===== config.mk =====
export PLATFORM = sky130hd
export DESIGN_NAME = cfg_bus_slave
export DESIGN_NICKNAME = d
export VERILOG_FILES = /design/src/rtl/cbs_pkg.sv /design/src/rtl/cbs_sync.sv /design/src/rtl/cbs_regbank.sv /design/src/rtl/cbs_bus_fsm.sv /design/src/rtl/cfg_bus_slave.sv
export SDC_FILE = /design/constraint.sdc
export NUM_CORES = 1
export LEC_CHECK = 0
export ABC_AREA = 0
export BUFFER_PORTS_ARGS = -buffer_cell sky130_fd_sc_hd__buf_2
export CORE_ASPECT_RATIO = 1.75
export CORE_MARGIN = 4
export CORE_UTILIZATION = 45
export DETAILED_ROUTE_END_ITERATION = 12
export PLACE_DENSITY = 0.69
export SETUP_SLACK_MARGIN = 0.1
export SYNTH_ARGS = -nofsm -noshare
export SYNTH_HDL_FRONTEND = slang
export SYNTH_SLANG_ARGS = --single-unit

===== constraint.sdc =====
create_clock -name clk -period 2.3 [get_ports clk]
set_input_delay 0 -clock clk [delete_from_list [all_inputs] [get_ports clk]]
set_output_delay 0 -clock clk [all_outputs]
set_load 0.005 [all_outputs]

===== src/rtl/cbs_pkg.sv =====
package cbs_pkg;

  typedef enum logic [3:0] {
    ST_IDLE,
    ST_ADDR,
    ST_REG,
    ST_WDATA,
    ST_ACK_PRE,
    ST_ACK,
    ST_RDATA,
    ST_MACK_WAIT,
    ST_MACK,
    ST_IGNORE
  } bus_st_e;

endpackage


===== src/rtl/cbs_sync.sv =====
module cbs_sync #(
  parameter int SYNC_STAGES = 2
) (
  input  logic clk,
  input  logic rst,
  input  logic scl_i,
  input  logic sda_i,
  output logic scl_lvl_o,
  output logic sda_lvl_o,
  output logic scl_rise_o,
  output logic scl_fall_o,
  output logic start_o,
  output logic stop_o
);

  localparam int PIPE_W = SYNC_STAGES + 1;

  logic [PIPE_W-1:0] scl_pipe;
  logic [PIPE_W-1:0] sda_pipe;

  always_ff @(posedge clk) begin
    if (rst) begin
      scl_pipe <= '1;
      sda_pipe <= '1;
    end else begin
      scl_pipe <= {scl_pipe[PIPE_W-2:0], scl_i};
      sda_pipe <= {sda_pipe[PIPE_W-2:0], sda_i};
    end
  end

  logic scl_s, scl_d, sda_s, sda_d;
  assign scl_s = scl_pipe[SYNC_STAGES-1];
  assign scl_d = scl_pipe[SYNC_STAGES];
  assign sda_s = sda_pipe[SYNC_STAGES-1];
  assign sda_d = sda_pipe[SYNC_STAGES];

  assign scl_lvl_o  = scl_s;
  assign sda_lvl_o  = sda_s;
  assign scl_rise_o = scl_s & ~scl_d;
  assign scl_fall_o = ~scl_s & scl_d;
  assign start_o    = scl_s & scl_d & sda_d & ~sda_s;
  assign stop_o     = scl_s & scl_d & ~sda_d & sda_s;

endmodule


===== src/rtl/cbs_regbank.sv =====
module cbs_regbank #(
  parameter int DATA_W = 8,
  parameter int PTR_W  = 4,
  parameter int NUM_RW = 8,
  parameter int NUM_RO = 4
) (
  input  logic                     clk,
  input  logic                     rst,
  input  logic                     wr_en_i,
  input  logic [PTR_W-1:0]         wr_addr_i,
  input  logic [DATA_W-1:0]        wr_data_i,
  input  logic [PTR_W-1:0]         rd_addr_i,
  output logic [DATA_W-1:0]        rd_data_o,
  input  logic [NUM_RO*DATA_W-1:0] status_i,
  output logic [NUM_RW*DATA_W-1:0] ctrl_o
);

  logic [DATA_W-1:0] rw_q [NUM_RW];

  always_ff @(posedge clk) begin
    if (rst) begin
      for (int i = 0; i < NUM_RW; i++) rw_q[i] <= '0;
    end else if (wr_en_i) begin
      for (int i = 0; i < NUM_RW; i++) begin
        if (wr_addr_i == PTR_W'(i)) rw_q[i] <= wr_data_i;
      end
    end
  end

  for (genvar g = 0; g < NUM_RW; g++) begin : g_flat
    assign ctrl_o[g*DATA_W +: DATA_W] = rw_q[g];
  end

  always_comb begin
    rd_data_o = '0;
    for (int i = 0; i < NUM_RW; i++) begin
      if (rd_addr_i == PTR_W'(i)) rd_data_o = rw_q[i];
    end
    for (int j = 0; j < NUM_RO; j++) begin
      if (rd_addr_i == PTR_W'(NUM_RW + j)) rd_data_o = status_i[j*DATA_W +: DATA_W];
    end
  end

  AST_RO_WRITE_NO_EFFECT: assert property (@(posedge clk) disable iff (rst)
    (wr_en_i && (int'(wr_addr_i) >= NUM_RW)) |=> $stable(ctrl_o));

endmodule


===== src/rtl/cbs_bus_fsm.sv =====
module cbs_bus_fsm
  import cbs_pkg::*;
#(
  parameter int                      ADDR_W  = 7,
  parameter int                      PIN_W   = 3,
  parameter logic [ADDR_W-PIN_W-1:0] ADDR_HI = 4'b0111,
  parameter int                      DATA_W  = 8,
  parameter int                      PTR_W   = 4
) (
  input  logic              clk,
  input  logic              rst,
  input  logic              sda_lvl_i,
  input  logic              rise_i,
  input  logic              fall_i,
  input  logic              start_i,
  input  logic              stop_i,
  input  logic [PIN_W-1:0]  pins_i,
  output logic              sda_oe_o,
  output logic              wr_en_o,
  output logic [PTR_W-1:0]  wr_addr_o,
  output logic [DATA_W-1:0] wr_data_o,
  output logic [PTR_W-1:0]  rd_addr_o,
  input  logic [DATA_W-1:0] rd_data_i
);

  localparam int CNT_W = $clog2(DATA_W);
  localparam logic [CNT_W-1:0] LAST_BIT = CNT_W'(DATA_W - 1);
  localparam logic [CNT_W-1:0] PIN_BIT  = CNT_W'(ADDR_W - 1);

  bus_st_e            state, nxt;
  logic [CNT_W-1:0]   cnt;
  logic [DATA_W-1:0]  shreg, tx;
  logic [PTR_W-1:0]   ptr;
  logic               locked;
  logic [PIN_W-1:0]   addr_lat;
  logic               sda_oe;
  logic               wr_en;
  logic [PTR_W-1:0]   wr_addr;
  logic [DATA_W-1:0]  wr_data;

  logic [DATA_W-1:0]  sh_next;
  logic               addr_hit;

  always_comb begin
    sh_next  = {shreg[DATA_W-2:0], sda_lvl_i};
    addr_hit = (sh_next[DATA_W-1:1] == {ADDR_HI, addr_lat});
  end

  always_ff @(posedge clk) begin
    if (rst) begin
      state    <= ST_IDLE;
      nxt      <= ST_REG;
      cnt      <= '0;
      shreg    <= '0;
      tx       <= '0;
      ptr      <= '0;
      locked   <= 1'b0;
      addr_lat <= '0;
      sda_oe   <= 1'b0;
      wr_en    <= 1'b0;
      wr_addr  <= '0;
      wr_data  <= '0;
    end else begin
      wr_en <= 1'b0;
      if (start_i) begin
        state  <= ST_ADDR;
        cnt    <= '0;
        sda_oe <= 1'b0;
      end else if (stop_i) begin
        state  <= ST_IDLE;
        sda_oe <= 1'b0;
      end else begin
        case (state)
          ST_ADDR: if (rise_i) begin
            shreg <= sh_next;
            cnt   <= cnt + 1'b1;
            if (cnt == PIN_BIT && !locked) begin
              addr_lat <= pins_i;
              locked   <= 1'b1;
            end
            if (cnt == LAST_BIT) begin
              state <= addr_hit ? ST_ACK_PRE : ST_IGNORE;
              nxt   <= sh_next[0] ? ST_RDATA : ST_REG;
            end
          end
          ST_REG: if (rise_i) begin
            shreg <= sh_next;
            cnt   <= cnt + 1'b1;
            if (cnt == LAST_BIT) begin
              ptr   <= sh_next[PTR_W-1:0];
              state <= ST_ACK_PRE;
              nxt   <= ST_WDATA;
            end
          end
          ST_WDATA: if (rise_i) begin
            shreg <= sh_next;
            cnt   <= cnt + 1'b1;
            if (cnt == LAST_BIT) begin
              wr_en   <= 1'b1;
              wr_addr <= ptr;
              wr_data <= sh_next;
              ptr     <= ptr + 1'b1;
              state   <= ST_ACK_PRE;
              nxt     <= ST_WDATA;
            end
          end
          ST_ACK_PRE: if (fall_i) begin
            sda_oe <= 1'b1;
            state  <= ST_ACK;
          end
          ST_ACK: if (fall_i) begin
            cnt   <= '0;
            state <= nxt;
            if (nxt == ST_RDATA) begin
              tx     <= rd_data_i;
              sda_oe <= ~rd_data_i[DATA_W-1];
            end else begin
              sda_oe <= 1'b0;
            end
          end
          ST_RDATA: begin
            if (rise_i) begin
              cnt <= cnt + 1'b1;
              if (cnt == LAST_BIT) begin
                ptr   <= ptr + 1'b1;
                state <= ST_MACK_WAIT;
              end
            end else if (fall_i) begin
              tx     <= {tx[DATA_W-2:0], 1'b0};
              sda_oe <= ~tx[DATA_W-2];
            end
          end
          ST_MACK_WAIT: if (fall_i) begin
            sda_oe <= 1'b0;
            state  <= ST_MACK;
          end
          ST_MACK: if (rise_i) begin
            if (!sda_lvl_i) begin
              state <= ST_ACK;
              nxt   <= ST_RDATA;
            end else begin
              state <= ST_IGNORE;
            end
          end
          default: ;
        endcase
      end
    end
  end

  assign sda_oe_o  = sda_oe;
  assign wr_en_o   = wr_en;
  assign wr_addr_o = wr_addr;
  assign wr_data_o = wr_data;
  assign rd_addr_o = ptr;

  AST_ADDR_FROZEN: assert property (@(posedge clk) disable iff (rst)
    (locked && $past(locked)) |-> $stable(addr_lat));

  AST_IGNORE_RELEASED: assert property (@(posedge clk) disable iff (rst)
    (state == ST_IGNORE) |-> !sda_oe);

  AST_PTR_STEP: assert property (@(posedge clk) disable iff (rst)
    wr_en |-> (ptr == PTR_W'(wr_addr + 1'b1)));

  AST_NACK_RELEASE: assert property (@(posedge clk) disable iff (rst)
    (state == ST_MACK && rise_i && sda_lvl_i && !start_i && !stop_i) |=> !sda_oe);

endmodule


===== src/rtl/cfg_bus_slave.sv =====
module cfg_bus_slave #(
  parameter int                      ADDR_W    = 7,
  parameter int                      PIN_W     = 3,
  parameter logic [ADDR_W-PIN_W-1:0] ADDR_HI   = 4'b0111,
  parameter int                      DATA_W    = 8,
  parameter int                      MAP_DEPTH = 16,
  parameter int                      NUM_RW    = 8,
  parameter int                      NUM_RO    = 4,
  parameter int                      SYNC_STAGES = 2
) (
  input  logic                     clk,
  input  logic                     rst,
  input  logic                     scl_i,
  input  logic                     sda_i,
  output logic                     sda_oe_o,
  input  logic [PIN_W-1:0]         addr_pins_i,
  input  logic [NUM_RO*DATA_W-1:0] status_i,
  output logic [NUM_RW*DATA_W-1:0] ctrl_o
);

  localparam int PTR_W = $clog2(MAP_DEPTH);

  logic scl_lvl, sda_lvl, scl_rise, scl_fall, bus_start, bus_stop;
  logic              wr_en;
  logic [PTR_W-1:0]  wr_addr, rd_addr;
  logic [DATA_W-1:0] wr_data, rd_data;

  cbs_sync #(.SYNC_STAGES(SYNC_STAGES)) sync_i (
    .clk        (clk),
    .rst        (rst),
    .scl_i      (scl_i),
    .sda_i      (sda_i),
    .scl_lvl_o  (scl_lvl),
    .sda_lvl_o  (sda_lvl),
    .scl_rise_o (scl_rise),
    .scl_fall_o (scl_fall),
    .start_o    (bus_start),
    .stop_o     (bus_stop)
  );

  cbs_bus_fsm #(
    .ADDR_W  (ADDR_W),
    .PIN_W   (PIN_W),
    .ADDR_HI (ADDR_HI),
    .DATA_W  (DATA_W),
    .PTR_W   (PTR_W)
  ) fsm_i (
    .clk       (clk),
    .rst       (rst),
    .sda_lvl_i (sda_lvl),
    .rise_i    (scl_rise),
    .fall_i    (scl_fall),
    .start_i   (bus_start),
    .stop_i    (bus_stop),
    .pins_i    (addr_pins_i),
    .sda_oe_o  (sda_oe_o),
    .wr_en_o   (wr_en),
    .wr_addr_o (wr_addr),
    .wr_data_o (wr_data),
    .rd_addr_o (rd_addr),
    .rd_data_i (rd_data)
  );

  cbs_regbank #(
    .DATA_W (DATA_W),
    .PTR_W  (PTR_W),
    .NUM_RW (NUM_RW),
    .NUM_RO (NUM_RO)
  ) regs_i (
    .clk       (clk),
    .rst       (rst),
    .wr_en_i   (wr_en),
    .wr_addr_i (wr_addr),
    .wr_data_i (wr_data),
    .rd_addr_i (rd_addr),
    .rd_data_o (rd_data),
    .status_i  (status_i),
    .ctrl_o    (ctrl_o)
  );

  AST_OE_MOVES_SCL_LOW: assert property (@(posedge clk) disable iff (rst)
    (!$stable(sda_oe_o) && !$past(bus_start) && !$past(bus_stop)) |-> !$past(scl_lvl));

endmodule


Word level (Yosys, flattened, before mapping)
Memory sizes are Yosys's and may differ from the RTL's.
Index checks and enable logic that the tools add are counted.
W data, S select, Z words.
Operators by class
  $add $sub $neg: 2
  equal/unequal tests: 59
  mux-type cells: 98
  bitwise operators: 25
  reductions and logical operators: 28
Operators by type and width (count)
  $mux W8: 20
  $mux W4: 22
  $eq A4 B3 Y1 const B: 13
  $mux W1: 43
  $ne A2 B1 Y1 const B: 17
  $ne A4 B3 Y1 const B: 8
  $mux W7: 4
  $pmux W4 S7: 1
  $eq A4 B2 Y1 const B: 6
  $reduce_and A11 Y1: 2
  $eq A4 B4 Y1 const B: 5
  $pmux W7 S2: 1
  $reduce_and A7 Y1: 2
  $eq A4 B1 Y1 const B: 3
  $pmux W4 S3: 1
  $not A1 Y1: 10
  $reduce_and A5 Y1: 2
  $mux W3: 3
  $reduce_and A9 Y1: 1
  $reduce_bool A9 Y1: 1
  $logic_not A4 Y1: 2
  $ne A4 B1 Y1 const B: 2
  $or A1 B1 Y1: 8
  $pmux W4 S2: 1
  20 further kinds: 34
Storage, ports and cells
  register bits: 53
  memory bits (writable): 64
  bits of input ports: 39
  output and inout port bits: 65
  memories kept: 1
Memory list
  regs_i.rw_q: depth 8, bits a word 8, read ports 8, clocked after memory_dff 0, write ports 8, line cbs_regbank.sv:18  | logic [DATA_W-1:0] rw_q [NUM_RW];

Longest topological paths before layout
Gate-level depths: netlist of run 1.
  word-level depth: 17
  depth in mapped cells: 8
  gate-level depth less buffers: 7

Hierarchy
A second synthesis of run 1 with hierarchy kept.
Unflattened totals
  cells, all modules: 561
  area, all modules: 5836.8 um2
Modules (own cells, without submodules)
  cbs_regbank: times used 1, cells an instance 286, area an instance 3354.5 um2
  cbs_bus_fsm: times used 1, cells an instance 259, area an instance 2292.2 um2
  cbs_sync: times used 1, cells an instance 16, area an instance 190.2 um2

Worst setup path after synthesis of run 1
OpenSTA, ideal clock, no wires.
  kind: register -> register
  start: register fsm_i.ptr[0], in the netlist fsm_i.rd_addr_o[0]
  end: register fsm_i.sda_oe, in the netlist fsm_i.sda_oe_o
  library setup time: 86 ps
  arrival time: 1806 ps
  data required time: 2214 ps
  path slack: 408 ps
  stages on the path, launching flop included: 9
  buffers on the path: 1
  path through: dfxtp_1 inv_1 ha_1 nor2b_4 buf_6 a221o_1 a221oi_2 o32ai_1 a211oi_1
Between the ends
  cells in the longest elaborated chain, start to end: 17
RTL lines
  start, declared: line cbs_bus_fsm.sv:33  | logic [PTR_W-1:0] ptr;
  start signal, assigned: line cbs_bus_fsm.sv:90  | ptr <= sh_next[PTR_W-1:0];
  start signal, assigned: line cbs_bus_fsm.sv:102  | ptr <= ptr + 1'b1;
  start signal, assigned: line cbs_bus_fsm.sv:125  | ptr <= ptr + 1'b1;
  $logic_not A4 Y1: line cbs_regbank.sv:37  | if (rd_addr_i == PTR_W'(i)) rd_data_o = rw_q[i];
  $mux W8 (8 in series): line cbs_regbank.sv:37
  $mux W8 (3 in series): line cbs_regbank.sv:40  | if (rd_addr_i == PTR_W'(NUM_RW + j)) rd_data_o = status_i[j*DATA_W +: DATA_W];
  $mux W8 (*): line cbs_regbank.sv:40
  $not A1 Y1 (*): line cbs_bus_fsm.sv:116  | sda_oe <= ~rd_data_i[DATA_W-1];
  $mux W1 (*): line cbs_bus_fsm.sv:114  | if (nxt == ST_RDATA) begin
  $mux W1 (*): line cbs_bus_fsm.sv:111  | ST_ACK: if (fall_i) begin
  $pmux W1 S4 (*): line cbs_bus_fsm.sv:73  | case (state)
  end signal, assigned: line cbs_bus_fsm.sv:116
  end signal, assigned: line cbs_bus_fsm.sv:130  | sda_oe <= ~tx[DATA_W-2];
  end, declared: line cbs_bus_fsm.sv:36  | logic sda_oe;
Mark *: on every way between the ends. The rest lies on a longest branch, timed or not. The select of a mux whose other input is x is not followed.
A chain may end at the register's enable or synchronous reset.

Worst setup path after layout of run 1
Same ends and word-level chain as after synthesis.

==> flow_summary.toml, run 1 <==
[logic_synthesis]
synthAdderAreaFrac_pct = 1.53
synth_xor_area_share_pct = 0.763
synth_cell_types = 69
synth-main-ff-cell = "edfxtp_1"
yosysWarnings = 0
synthMuxAreaShare_pct = 5.12
netlist_instances = 589
avgSynthCellArea_sq_um = 9.74
seq_area_frac_synth_pct = 51.3
synth_top_family_by_area = "simple AND/OR/NAND/NOR gates"
ys_seq_elements = 115
synth_area_sq_um = 5740
async_flop_share_pct = 0
synth_edf_count = 64
synth_compound_area_share_pct = 17.3
synth_simple_gate_area_share_pct = 18.3
synth_nets = 635

[worst_hold_path]
min_delay_path_depth = 4
hp-class = "input pin to flop"
hp-start = "status_i[31]"

[finish]
seqCellArea_sq_um = 2950
layout_common_cells = "nor2_1, buf_2, edfxtp_1, nand2_1, dfxtp_1"
fill_cells = 1135
mostFrequentLayoutCell = "nor2_1"
area_growth_pct = 23.1
n_antenna_cell = 0
drive_gt1_share_pct = 25.2
design_area_sq_um = 7060
multi_input_area_sq_um = 2470
nets = 751

[clock_network]
cts_buffers = 17
clk_pin_slew_ns = 0.05
insertion_delay_ns = 0.41
cts-root-buf = "clkbuf_16"
cts_sinks = 115
cts_setup_buffers = 0
htreeDepth = 4
clockBufferDepth = 2
cts_tree = "built"

[placed_design]
gp_congestion = 1.04
place_area_sq_um = 6380
portBuffers = 103
dp_slack_ns = 0.117
hpwlAfterDp_mm = 13.8

[critical_path]
worstPathRequired_ns = 2.55
startpoint = "fsm_i.rd_addr_o[0]$_SDFFE_PP0P_"
worst_path_most_repeated_cell = "inv_1"
rr_startpoint = "fsm_i.rd_addr_o[0]$_SDFFE_PP0P_"
setup.worst_path.class = "flop to flop"
cp.arrival_ns = 2.30
critPathMaxFanout = 9
cpPeakStageDelay_ns = 0.39
end_kind = "flop"
crit_chain = "inv_1, ha_1, inv_1, buf_4, o22ai_1, o21a_1, o32ai_1, a211oi_1"
crit_slowest_cell = "dfxtp_2"
start_kind = "flop"
r2r_cells = 8

[timing]
hold_viol = 0
setup_tns_ns = 0
finalSetupViolCount = 0
setup_slack_ns = 0.252
fin_skew_ns = 0.0109
finalCritPeriodShare_pct = 89.1
worstMarginPinSlew_ns = 0.726
final-max-slew-violation-count = 0
fmax_ghz = 0.488
rsz0062_at_grt = "no"
relSlewSlack_pct = 51.6
hold_ws_ns = 0.0197
layout_min_cycle_time_ns = 2.05

[routing]
antenna_left = 0
wl_per_cell_um = 20.2
drtPass1Iterations = 5
drc = 0
wl_mm = 17.9
route.vias.total = 5070
drt-initial-drc-count = 320
viasPerCell = 5.72

[power_and_ir_drop]
power_switching_share_pct = 22.8
power_switching_uw = 1120
p_total_uw = 4900
seqPwrFrac_pct = 45.7
powerDensity_nw_per_um2 = 694
pwr-share-clk_pct = 50.5
cellLeakagePower_uw = 0.00289
p_comb_share_pct = 3.7
cell_internal_pwr_uw = 3780
ir_worst_vdd_uv = 476

[global_routing]
grt_max_degree = 44
antenna_found_initial = 0
grt-ovfl-total = 0
grt_pass1_wl_mm = 27.0
first_global_vias = 5009
gr-usage-all-layers_pct = 24.4

[die]
die_x_um = 93.4
ios = 104
row_count = 54
die_y_um = 157
coreArea_sq_um = 12500
die_area_sq_um = 14700
initial_core_util_pct = 45.9

[outcome]
outcome = "complete, no violations"

[run]
maxCapViolations = 0
==> layout make-up <==
| type | instances | share of cell area [%] |
|---|---|---|
| clock buffers | 18 | 6.08 |
| multi-input cells | 413 | 35.0 |
| repair buffers | 136 | 11.2 |
| flip-flops and latches | 115 | 41.7 |
| well taps | 168 | 2.98 |
| clock inverters | 14 | 1.82 |
| inverters | 22 | 1.17 |
==> worst max-delay path: cells and delay by family, from the launching register on <==
family	cells	cell delay, ns
buffers and inverters	3	0.56
AO/OA/AOI/OAI	4	0.73
flip-flops	1	0.39
adder cells (fa/ha/maj)	1	0.23
==> cells by family after synthesis <==
group / count (synthesis)
AND/OR/NAND/NOR: 223
AO/OA/AOI/OAI: 149
flip-flops: 115
buffers and inverters: 61
multiplexers: 29
adder cells (fa/ha/maj): 7
XOR/XNOR: 5
==> synthesized netlist by cell type (all sizes together) (3+ instances only) <==
cell,count,area [sq um]
nor2,107,402
edfxtp,64,1920
dfxtp,51,1020
nand2,49,184
a21oi,40,200
o21ai,31,155
mux2i,26,260
buf,20,153
inv,20,75.1
clkbuf,18,87.6
o22ai,15,93.8
nand3,14,70.1
o221ai,11,96.3
a211oi,10,75.1
nor3,10,66.3
a22oi,8,60.1
ha,7,87.6
nor2b,7,53.8
nand2b,6,37.5
nor3b,6,45.0
or2,6,37.5
a31oi,4,25.0
mux2,3,33.8
o221a,3,33.8
xnor2,3,26.3
==> metal layers <==
metal	part of all wire [%]	GRT usage, %
met1	35	26.1
met2	55	45.1
met5	0	0
met3	4.9	3.63
met4	4.9	13.7
==> registers in the layout, indices dropped and copies added, names as in the netlist, 4 cells and up <==
name and cells:
regs_i.rw_q 64, fsm_i.wr_data_o 8, fsm_i.shreg 7, fsm_i.tx 7
fsm_i.rd_addr_o 4, fsm_i.state 4, fsm_i.wr_addr_o 4
==> worst paths after layout <==
kind	end	slack (ns)
max	fsm_i.sda_oe_o$_SDFFE_PP0P_	0.25
min reg2reg	sync_i.scl_pipe[1]$_SDFF_PP1_	0.41
max reg2reg	fsm_i.sda_oe_o$_SDFFE_PP0P_	0.25
min	fsm_i.sda_oe_o$_SDFFE_PP0P_	0.02
==> power groups by stage <==
stage / clock network, uW / registers, uW / logic (uW)
finish: 2480 / 2240 / 182
detailed placement: 0 / 2280 / 169
global placement: 0 / 2280 / 165
floorplan: 0 / 2270 / 73.0
CTS: 2500 / 2240 / 184
global route: 2600 / 2240 / 197
==> what timing repair did <==
item                       in CTS  in global routing
setup endpoints to repair       0                 10
hold buffers                   11                  0
hold endpoints to repair       11                  0
gates resized for setup         0                  7
==> stage by stage <==
step	util [%]	cells
finish	56.5	886
global route	56.5	886
CTS	56.4	886
detailed placement	51.1	843
global placement	51.1	843
floorplan	-	589
No activity file was read; power rests on OpenSTA's default activity.
==> run 2: changes to the inputs <==
--- a/config.mk
+++ b/config.mk
@@ -6,7 +6,7 @@
 export NUM_CORES = 1
 export LEC_CHECK = 0
 export ABC_AREA = 0
-export BUFFER_PORTS_ARGS = -buffer_cell sky130_fd_sc_hd__buf_2
+export BUFFER_PORTS_ARGS = -buffer_cell sky130_fd_sc_hd__clkbuf_2
 export CORE_ASPECT_RATIO = 1.75
 export CORE_MARGIN = 4
 export CORE_UTILIZATION = 45
==> constraint.sdc (replaced) <==
create_clock -name clk -period 1.9 [get_ports clk]
set_input_delay 0 -clock clk [delete_from_list [all_inputs] [get_ports clk]]
set_output_delay 0 -clock clk [all_outputs]
set_load 0.005 [all_outputs]
==> flow_summary.toml, run 2 (synthesized netlist as in run 1, its figures left out) <==
[outcome]
outcome = "complete, no violations"

[critical_path]
rr_startpoint = "fsm_i.rd_addr_o[1]$_SDFFE_PP0P_"
crit_chain = "inv_4, buf_4, ha_4, buf_6, buf_4, a21oi_1, o21ai_0, o221ai_2, a21oi_1"
setup.worst_path.class = "flop to flop"
startpoint = "fsm_i.rd_addr_o[1]$_SDFFE_PP0P_"
start_kind = "flop"
cp.arrival_ns = 2.14
cpPeakStageDelay_ns = 0.39
cp.buffers_inverters = 4
worstPathRequired_ns = 2.19
end_kind = "flop"
crit_slowest_cell = "dfxtp_4"
critPathMaxFanout = 6
cp_top_family = "compound AO/OA/AOI/OAI gates"

[timing]
hold_ws_ns = 0.0203
fmax_ghz = 0.540
worstMarginPinSlew_ns = 0.617
final-max-slew-violation-count = 0
layout_min_cycle_time_ns = 1.85
finalSetupViolCount = 0
rsz0062_at_grt = "yes"
finalCritPeriodShare_pct = 97.6
hold_viol = 0
setup_tns_ns = 0
fin_skew_ns = 0.00770
relSlewSlack_pct = 58.4

[routing]
wl_per_cell_um = 20.2
wl_mm = 18.9
drc = 0
viasPerCell = 5.67
drtPass1Iterations = 5
route.vias.total = 5315
antenna_left = 0
drt-initial-drc-count = 325

[power_and_ir_drop]
cellLeakagePower_uw = 0.00321
powerDensity_nw_per_um2 = 779
p_total_uw = 6110
ir_worst_vdd_uv = 641

[placed_design]
place_inst = 880
place_area_sq_um = 6700
hpwlAfterDp_mm = 14.3
portBuffers = 103
gp_congestion = 0.993

[finish]
drive_gt1_share_pct = 35.8
mostFrequentLayoutCell = "nor2_1"
n_antenna_cell = 0
largest_register = "regs_i.rw_q"
area_growth_pct = 36.6
finalNonFillerCells = 937
largest_reg_flops = 64
design_area_sq_um = 7840
layout_common_cells = "nor2_1, clkbuf_2, edfxtp_1, buf_4, nand2_1"
nets = 802

[die]
initial_core_util_pct = 45.9
die_y_um = 157
ios = 104
die_x_um = 93.4
coreArea_sq_um = 12500
row_count = 54
die_area_sq_um = 14700

[clock_network]
cts_tree = "built"
clockBufferDepth = 2
cts_sinks = 115
clk_pin_slew_ns = 0.06
htreeDepth = 4
insertion_delay_ns = 0.42
cts_buffers = 17
cts-root-buf = "clkbuf_16"

[global_routing]
grt_pass1_wl_mm = 28.4
grt_use_met1_pct = 25.3
antenna_found_initial = 0
first_global_vias = 5311
grt_max_degree = 44
grt_use_met3_pct = 4.07
top_usage_layer = "met2"
grt-ovfl-total = 0
met2_usage_pct = 50.3
gr-usage-all-layers_pct = 25.9

[run]
maxCapViolations = 0

[worst_hold_path]
hp-start = "status_i[23]"
hp-class = "input pin to flop"
-- run 2: tightest hold or removal path: cells and delay by family --
| family | cells | cell delay, ns |
|---|---|---|
| buf+inv | 1 | 0.08 |
| compound gates | 3 | 0.30 |
-- run 2: per-layer routing --
layer | part of all wire, % | wire (um)
met1 | 34 | 6370
met2 | 56 | 10700
met3 | 4.6 | 872
met4 | 5.3 | 1000
met5 | 0 | 0
-- run 2: path summary, 6_finish.rpt --
check	cells after the start	endpoint	slack [ns]
setup / recovery	9	fsm_i.tx[4]$_SDFFE_PP0P_	0.05
hold / removal	4	fsm_i.sda_oe_o$_SDFFE_PP0P_	0.02
setup reg to reg	9	fsm_i.tx[4]$_SDFFE_PP0P_	0.05
hold reg to reg	1	sync_i.sda_pipe[1]$_SDFF_PP1_	0.41
-- run 2: layout make-up --
class                   instances  area [sq um]
fillers                      1089          4660
flip-flops and latches        115          2960
multi-input cells             413          2720
repair buffers                187          1280
clock buffers                  17           425
well taps                     168           210
clock inverters                15           159
inverters                      22          88.8
-- run 2: repair_timing --
item | 4_1_cts | 5_1_grt
setup endpoints to repair | 9 | 29
pin swaps | 18 | 18
endpoints found under the hold margin | 13 | 0
setup buffers | 7 | 3
gates cloned | 2 | 0
gates resized for setup | 40 | 37
hold buffers | 13 | 0
-- run 2: stage by stage --
step | util, % | worst slack, ns
2_1_floorplan | - | 0.109
3_3_place_gp | 53.6 | -0.148
3_5_place_dp | 53.6 | -0.176
4_1_cts | 61.4 | 0.0619
5_1_grt | 62.7 | 0.000262
6_report | 62.7 | 0.0465
-- run 2: where the power goes --
group | switching (uW) | internal [uW] | total, uW
registers | 46.2 | 2660 | 2710
logic | 129 | 110 | 239
clock network | 1300 | 1860 | 3160
total | 1470 | 4630 | 6110
